**config.mk**
```make
export PLATFORM = sky130hd
export DESIGN_NAME = bsr_barrel
export DESIGN_NICKNAME = d
export VERILOG_FILES = /design/src/rtl/bsr_pkg.sv /design/src/rtl/bsr_decode.sv /design/src/rtl/bsr_stage.sv /design/src/rtl/bsr_barrel.sv
export SDC_FILE = /design/constraint.sdc
export NUM_CORES = 1
export LEC_CHECK = 0
export ABC_AREA = 1
export BUFFER_PORTS_ARGS = -buffer_cell sky130_fd_sc_hd__buf_2
export CORE_AREA = 2 2 39 41
export DETAILED_ROUTE_END_ITERATION = 6
export DIE_AREA = 0 0 41 43
export GPL_TIMING_DRIVEN = 0
export PLACE_DENSITY = 0.79
export SYNTH_ARGS = -nofsm -noshare
export SYNTH_HDL_FRONTEND = slang
export SYNTH_SLANG_ARGS = --single-unit
```
**constraint.sdc**
```tcl
create_clock -name vclk -period 1.6
set_input_delay 0.08 -clock vclk [all_inputs]
set_output_delay 0.08 -clock vclk [all_outputs]
set_load 0.005 [all_outputs]
```
**src/rtl/bsr_pkg.sv**
```systemverilog
`timescale 1ns/1ps
package bsr_pkg;
  typedef enum logic [1:0] {
    MODE_SHL = 2'b00,
    MODE_SHR = 2'b01,
    MODE_SAR = 2'b10,
    MODE_ROR = 2'b11
  } shift_mode_e;

  typedef struct packed {
    logic to_left;
    logic wrap;
    logic fill;
  } stage_ctrl_t;
endpackage

```
**src/rtl/bsr_decode.sv**
```systemverilog
`timescale 1ns/1ps
module bsr_decode
  import bsr_pkg::*;
(
  input  logic [1:0]  mode,
  input  logic        sign_bit,
  output stage_ctrl_t ctrl
);
  shift_mode_e mode_e;

  always_comb begin
    mode_e       = shift_mode_e'(mode);
    ctrl.to_left = (mode_e == MODE_SHL);
    ctrl.wrap    = (mode_e == MODE_ROR);
    ctrl.fill    = (mode_e == MODE_SAR) && sign_bit;
  end
endmodule

```
**src/rtl/bsr_stage.sv**
```systemverilog
`timescale 1ns/1ps
module bsr_stage
  import bsr_pkg::*;
#(
  parameter int WIDTH = 8,
  parameter int DIST  = 1
) (
  input  logic [WIDTH-1:0] din,
  input  logic             move,
  input  stage_ctrl_t      ctrl,
  output logic [WIDTH-1:0] dout
);
  for (genvar i = 0; i < WIDTH; i++) begin : g_bit
    logic from_low;
    logic from_high;

    if (i >= DIST) begin : g_lo_in
      assign from_low = din[i-DIST];
    end else begin : g_lo_zero
      assign from_low = 1'b0;
    end

    if (i + DIST < WIDTH) begin : g_hi_in
      assign from_high = din[i+DIST];
    end else begin : g_hi_edge
      assign from_high = ctrl.wrap ? din[i+DIST-WIDTH] : ctrl.fill;
    end

    assign dout[i] = !move ? din[i] : (ctrl.to_left ? from_low : from_high);
  end
endmodule

```
**src/rtl/bsr_barrel.sv**
```systemverilog
`timescale 1ns/1ps
module bsr_barrel
  import bsr_pkg::*;
#(
  parameter int WIDTH = 8,
  localparam int AMT_W = $clog2(WIDTH)
) (
  input  logic [WIDTH-1:0] data_in,
  input  logic [AMT_W-1:0] amount,
  input  logic [1:0]       mode,
  input  logic             enable,
  output logic [WIDTH-1:0] data_out
);
  stage_ctrl_t      ctrl;
  logic [WIDTH-1:0] tap [AMT_W+1];

  bsr_decode u_decode (
    .mode     (mode),
    .sign_bit (data_in[WIDTH-1]),
    .ctrl     (ctrl)
  );

  assign tap[0] = data_in;

  for (genvar k = 0; k < AMT_W; k++) begin : g_stage
    bsr_stage #(
      .WIDTH (WIDTH),
      .DIST  (1 << k)
    ) u_stage (
      .din  (tap[k]),
      .move (amount[k]),
      .ctrl (ctrl),
      .dout (tap[k+1])
    );
  end

  assign data_out = enable ? tap[AMT_W] : '0;

  always_comb begin

    gate_zero_chk: assert (enable || data_out == '0)
      else $error("enable low but output nonzero");

    zero_amt_chk: assert (!enable || amount != '0 || data_out == data_in)
      else $error("zero amount did not pass data through");

    rot_keep_ones_chk: assert (!enable || mode != 2'b11 ||
                               $countones(data_out) == $countones(data_in))
      else $error("rotate changed population count");

    sar_sign_chk: assert (!enable || mode != 2'b10 || data_out[WIDTH-1] == data_in[WIDTH-1])
      else $error("arithmetic right lost sign bit");

    shr_msb_chk: assert (!enable || mode != 2'b01 || amount == '0 || !data_out[WIDTH-1])
      else $error("logical right left a one in the MSB");

    shl_lsb_chk: assert (!enable || mode != 2'b00 || amount == '0 || !data_out[0])
      else $error("logical left left a one in the LSB");
  end
endmodule

```
Word level (Yosys, flattened, before mapping)
Cells that the tools add are included.
Widths: inputs -> output; s select.
- equality and inequality tests: 2
- muxes and demuxes: 56
- reduce and logical (&&, ||, !) cells: 2
- operator list (kind ; number):
    $mux 1 ; 55
    $mux 8 ; 1
    $eq 2x2->1 const B ; 2
    $logic_not 2->1 ; 1
    $logic_and 1x1->1 ; 1
- flip-flop bits (word level): 0
- input port bits: 14
- output and inout bits: 8

Longest topological paths before layout
Gate-level depths: netlist (run 1).
- depth in word-level cells: 10
- mapped depth: 10
- mapped depth without buffers: 9

Cells and area by module
Synthesis (run 1) repeated with hierarchy kept, for this count alone.
- cells, all modules: 151
- area total of the unflattened synthesis: 675.6 um2
- by module, submodules not included (module ; times used ; cells each ; area an instance (um2) ; seq. area each (um2)):
    bsr_stage (g_stage[0].u_stage) ; 1 ; 46 ; 207.7 ; 0.0
    bsr_stage (g_stage[1].u_stage) ; 1 ; 44 ; 203.9 ; 0.0
    bsr_stage (g_stage[2].u_stage) ; 1 ; 39 ; 180.2 ; 0.0
    bsr_barrel ; 1 ; 17 ; 65.1 ; 0.0
    bsr_decode ; 1 ; 5 ; 18.8 ; 0.0

Worst setup path after synthesis (run 1)
Ideal clock, no wire load.
- path kind: input to output
- from: input mode[1]
- to: output data_out[6]
- data arrival time: 841 ps
- data required time: 1520 ps
- setup slack: 679 ps
- stages: 9
- buffers on the path: 1
- cells stage by stage: nor2_2 buf_6 nand2_4 nand3_4 nand3_2 nand3_2 nand2_1 a21oi_1 nor2_1
- longest elaborated chain between the ends: 9
- elaborated cells between the ends (all ways): 21
- classes of those cells: eq/ne (2); mux (17); reduce/logical (2)
- ends and longest elaborated chain (item ; line ; source):
    from (decl) ; bsr_barrel.sv:10 ; input logic [1:0] mode,
    $logic_not 2->1 ; bsr_decode.sv:13 ; ctrl.to_left = (mode_e == MODE_SHL);
    $mux 1 (4 in a row) ; bsr_stage.sv:29 ; assign dout[i] = !move ? din[i] : (ctrl.to_left ? from_low : from_high);
    $mux 1 ; bsr_stage.sv:26 ; assign from_high = ctrl.wrap ? din[i+DIST-WIDTH] : ctrl.fill;
    $mux 1 ; bsr_stage.sv:29 ;
    $mux 1 * ; bsr_stage.sv:29 ;
    $mux 8 * ; bsr_barrel.sv:37 ; assign data_out = enable ? tap[AMT_W] : '0;
    to (decl) ; bsr_barrel.sv:12 ; output logic [WIDTH-1:0] data_out
Mark *: on every way between the ends. The rest lies on a longest branch, timed or not.

Final worst setup path (run 1)
Same ends and word-level chain as after synthesis.

==> summary.txt, run 1 <==
Status
  • Status: finished clean

Floorplan
  • Initial core utilization: 47.56%
  • Die Span X: 41 um
  • FP Rows: 14
  • Core area: 0.001384 mm2
  • Die height: 43 um
  • I/O pin cnt: 22
  • Total Die Area: 0.001763 mm2

STA
  • RSZ-0062 raised after global routing: no
  • Slew Viols, Final: 0
  • Highest clock rate: 760.7 MHz
  • Period utilization: a little over 80%
  • Setup violations, final: 0
  • Slew Limit Headroom: 68.72%
  • Final hold violations: 0
  • Worst Hold Slack: approximately 0.5 ns
  • Post-route minimum period: between 1 and 1.5 ns
  • Worst-Margin Slew: 0.4675 ns
  • Setup_tns: 0 ns

Logic synthesis
  • Area leader, netlist: nand2_1
  • Synth top area share: 25.67%
  • Post-Syn Instances: 127
  • Seq/Total Area, Yosys: 0%
  • Synth top area cells: nand2_1 (26%), nand3_1 (15%), nand3_2 (12%)
  • YS warnings: 0
  • Syn Nets: roughly 140
  • Mean post-synth cell area: 5.182 um2
  • Distinct cells, synth: 18
  • Mapped cell area: 658.1 um2

Drt
  • 1st-iter DRT viols: 72
  • WL/cell: 10.84 um
  • Via count: 897
  • Residual DRC count: 0
  • Final ANT Viol Nets: 0
  • Via/cell ratio: about 5.5
  • First drt pass iteration count: 4
  • Routed WL: ~1800 um

Worst hold path
  • End of the worst hold path: data_out[1]
  • Hold Crit Class: in -> out
  • Hold path depth: 4
  • Hold wc startpoint: enable

Setup path
  • CP Launch Type: input pin
  • CP Max Fanout: 10
  • WP data arrival: 1.23 ns
  • WP buf/inv: 3
  • Required @ worst endpoint: 1.52 ns
  • CP max stage delay: 0.18 ns
  • CP endpoint kind: output pin
  • CP Class: in -> out
  • Critical Path, Cell by Cell: buf_2 -> nor2_2 -> buf_6 -> nand2_2 -> nand3_1 -> o21ai_1 -> nand2_1 -> nand2_1 -> o21ai_1 -> nor2_1 -> buf_2
  • CP delay by family, top: simple AND/OR/NAND/NOR gates
  • Slowest CP cell: buf_6

GRT
  • Global-route usage over all layers: 22.48%
  • Overflow after GRT: 0
  • Number of global-route vias before repair: ~750
  • Largest net degree at the start of global routing: 11
  • Global-route wire length before repair: 3015 um
  • Initial antenna violation count: 0

Clock network
  • Number of setup buffers added after CTS: 0
  • Post_cts resized: 0
  • Hold-fix buffers, CTS: 0

Finish
  • Fin nets: 164
  • Seq_cells: 0
  • N_diodes: 0
  • Area taken by multi-input logic gates: around 560 um2
  • Reg area: 0 um2
  • Filler Cell Count: 139
  • Layout area overhead: 19.01%
  • Share of layout cells above drive strength 1: between 30 and 40%
  • Clock buffer cells: 0

Power and ir drop
  • Leak: ~0.46 nW
  • Pwr dens: about 300 mW/mm2
  • Max VDD drop: 0.1159 mV

Placed design
  • Buffers on Ports: 21
  • GPL Wtd Cong: 0.9149
  • Hpwl dp: roughly 1400 um

Run
  • Max-cap viol count: 0
==> per-layer routing <==
layer | vias up | wire (um) | track usage [%]
li1 | 458 | - | -
met1 | 387 | 739 | 32.59
met2 | 48 | 892 | 37.19
met3 | 4 | 134 | 0.5236
met4 | 0 | 11 | 1.333
met5 | - | 0 | 0
==> layout by cell type (no fill, tap or decap), drive strengths merged <==
cell type  count
nand2         53
nand3         29
buf           24
inv           17
a21oi          8
nor2           7
nand4          6
o21ai          3
o211ai         1
==> layout make-up <==
type                            instances  share of cell area (%)
Timing Repair Buffer                   21                   13.42
Inverter                               17                   8.147
Multi-Input combinational cell        107                   72.04
Buffer                                  3                   3.834
Tap cell                               16                   2.556
==> cell usage after synthesis, drive strengths merged <==
cell type,number
inv,17
o21ai,3
buf,3
a21oi,8
nor2,7
o211ai,1
nand3,29
nand4,6
nand2,53
==> logic make-up (layout without fill, tap and decap cells) <==
kind of cell           count (synthesis)  in the layout  share of synthesized area, %
AO/OA/AOI/OAI                         12             12                         11.22
AND/OR/NAND/NOR                       95             95                         74.53
buffers and inverters                 20             41                         14.26
==> worst max path at each step <==
| stage | from | to | depth (start not counted) |
|---|---|---|---|
| global route | amount[1] | data_out[6] | 9 |
| floorplan | mode[1] | data_out[6] | 9 |
| detailed placement | mode[1] | data_out[6] | 11 |
| global placement | mode[1] | data_out[6] | 11 |
| CTS | mode[1] | data_out[6] | 11 |
| finish | mode[1] | data_out[6] | 11 |
==> stage by stage <==
stage / std cells / utilization [%] / worst slack (ns) / area [um2] / power (mW)
after global placement: 164 / 56.60 / 0.3219 / 783.3 / 0.2270
after global routing: 164 / 56.60 / 0.1038 / 783.3 / 0.2637
after floorplan: 127 / - / 0.6786 / 658.1 / 0.1634
after detailed placement: 164 / 56.60 / 0.3055 / 783.3 / 0.2314
final: 164 / 56.60 / 0.2855 / 783.3 / 0.2350
after CTS: 164 / 56.60 / 0.2966 / 783.3 / 0.2324
==> power by group <==
part / leakage (nW) / switching, mW / total, mW / internal, mW
clock: 0 / 0 / 0 / 0
combinational: 0.463 / 0.146 / 0.235 / 0.0894
sequential: 0 / 0 / 0 / 0
total: 0.463 / 0.146 / 0.235 / 0.0894
==> tightest hold or removal path, cell delays in order <==
cell	delay, ns
buf_2	0.13
nand2_1	0.06
a21oi_1	0.03
buf_2	0.11
No activity file was read; power rests on OpenSTA's default activity.
==> run 2, diff against run 1 <==
==> constraint.sdc (replaced) <==
create_clock -name vclk -period 1.3
set_input_delay 0.065 -clock vclk [all_inputs]
set_output_delay 0.065 -clock vclk [all_outputs]
set_load 0.005 [all_outputs]
==> summary.txt, run 2 (synthesis results as in run 1) <==
Worst hold path
  • Hold Crit Class: in -> out
  • Hold path depth: 4

GRT
  • Number of global-route vias before repair: roughly 750
  • Global-route usage over all layers: ~22%
  • Global-route wire length before repair: 3015 um
  • Initial antenna violation count: 0
  • Largest net degree at the start of global routing: 11
  • Overflow after GRT: 0

STA
  • Post-route minimum period: 1.264 ns
  • Worst-Margin Slew: approximately 0.34 ns
  • Setup violations, final: 0
  • Post-route setup slack: 0.03558 ns
  • Final hold violations: 0
  • Slew Viols, Final: 0
  • Slew Limit Headroom: 77.61%
  • Highest clock rate: a little under 800 MHz
  • Period utilization: 97.26%
  • RSZ-0062 raised after global routing: yes

Floorplan
  • FP Rows: 14
  • Initial core utilization: 47.56%
  • I/O pin cnt: 22
  • Core area: approximately 0.0014 mm2
  • Die Span X: 41 um
  • Total Die Area: between 0.0015 and 0.002 mm2
  • Die height: roughly 43 um

Status
  • Status: finished clean

Setup path
  • CP Launch Type: input pin
  • CP endpoint kind: output pin
  • CP Max Fanout: 5
  • WP data arrival: 1.20 ns
  • Required @ worst endpoint: 1.24 ns
  • CP Class: in -> out

Drt
  • Routed WL: roughly 2100 um
  • 1st-iter DRT viols: 56
  • Via/cell ratio: roughly 5.9
  • Via count: about 980
  • First drt pass iteration count: 4
  • WL/cell: 12.85 um
  • Residual DRC count: 0
  • Final ANT Viol Nets: 0

Placed design
  • Buffers on Ports: 21
  • GPL Wtd Cong: 0.9149
  • Hpwl dp: 1426 um
  • Pre-CTS WS: 0.03546 ns
  • Placed cells: 164

Finish
  • Filler Cell Count: 117
  • N_diodes: 0
  • Layout area overhead: 43.73%
  • Clock buffer cells: 0
  • Post-Layout Cell Count: 167
  • Most frequent cells in the layout: nand2_1 (39), buf_2 (19), nand3_1 (14), inv_1 (12), nand2_2 (12)
  • Reg area: 0 um2
  • Area taken by multi-input logic gates: 668.1 um2
  • Most common cell after layout, fill and taps aside: nand2_1
  • Seq_cells: 0
  • Fin nets: 167
  • Share of layout cells above drive strength 1: a little under half
  • Fin util: between 60 and 70%

Power and ir drop
  • Total Power: 358.0 uW
  • Clock Power Share: 0%
  • Switch share: 60.54%
  • P_int: 141.3 uW
  • Share of power burned in registers: 0%
  • Net Sw Power: 216.7 uW
  • Pwr dens: 378.5 mW/mm2
  • Leak: 0.5100 nW
  • Max VDD drop: 0.1846 mV
  • Logic pwr share: 100.0%

Run
  • Max-cap viol count: 0
## run 2: changes by cell type in the layout (fill, tap and decap cells not counted), moves of 2 or more
cell	delta
nand2_1	-6
nand3_4	+4
a21oi_2	+2
buf_2	-2
buf_8	+2
nand3_2	+2
nor2_4	+2
buf_4	+3
a21oi_1	-2
nand3_1	-6
inv_1	-2
nand2_2	+5
## run 2: area by class of cell
type	count	area share [%]
Multi-Input combinational cell	107	70.63
Inverter	17	7.011
Timing Repair Buffer	24	16.27
Buffer	3	3.968
Tap cell	16	2.116
## run 2: power groups by stage
| stage | Sequential, mW | Combinational (mW) | Clock [mW] |
|---|---|---|---|
| 2_1_floorplan | 0 | 0.201 | 0 |
| 3_3_place_gp | 0 | 0.279 | 0 |
| 3_5_place_dp | 0 | 0.285 | 0 |
| 4_1_cts | 0 | 0.286 | 0 |
| 5_1_grt | 0 | 0.392 | 0 |
| 6_report | 0 | 0.358 | 0 |
## run 2: metal layers
metal,share of wire (%),GRT usage [%]
met5,0,0
met4,1.9,1.333
met3,7.4,0.5236
met2,51,37.19
met1,40,32.59
## run 2: final timing paths
| path | start | end | slack [ns] |
|---|---|---|---|
| max | mode[1] | data_out[6] | 0.04 |
| min | enable | data_out[6] | 0.46 |
## run 2: repair_timing
item                       in CTS  in global routing
resized for setup               0                 34
setup endpoints to repair       0                  8
buffers inserted                0                  2
hold buffers                    0                  0
## run 2: critical path: stages
cell and delay (ns):
buf_4 0.15, nor2_4 0.18, buf_8 0.16, nand2_2 0.04, nand3_1 0.09, o21ai_1 0.07, nand2_1 0.08, nand2_2 0.07
o21ai_2 0.13, nor2_1 0.05, buf_2 0.12
## run 2: per-stage QoR
stage | TNS, ns | hold WS [ns] | cell area (um2)
final | 0 | 0.4631 | 945.9
after detailed placement | 0 | 0.4628 | 783.3
after CTS | 0 | 0.4665 | 783.3
after global placement | 0 | 0.4583 | 783.3
after global routing | -0.2086 | 0.4916 | 945.9
after floorplan | 0 | 0.1683 | 658.1
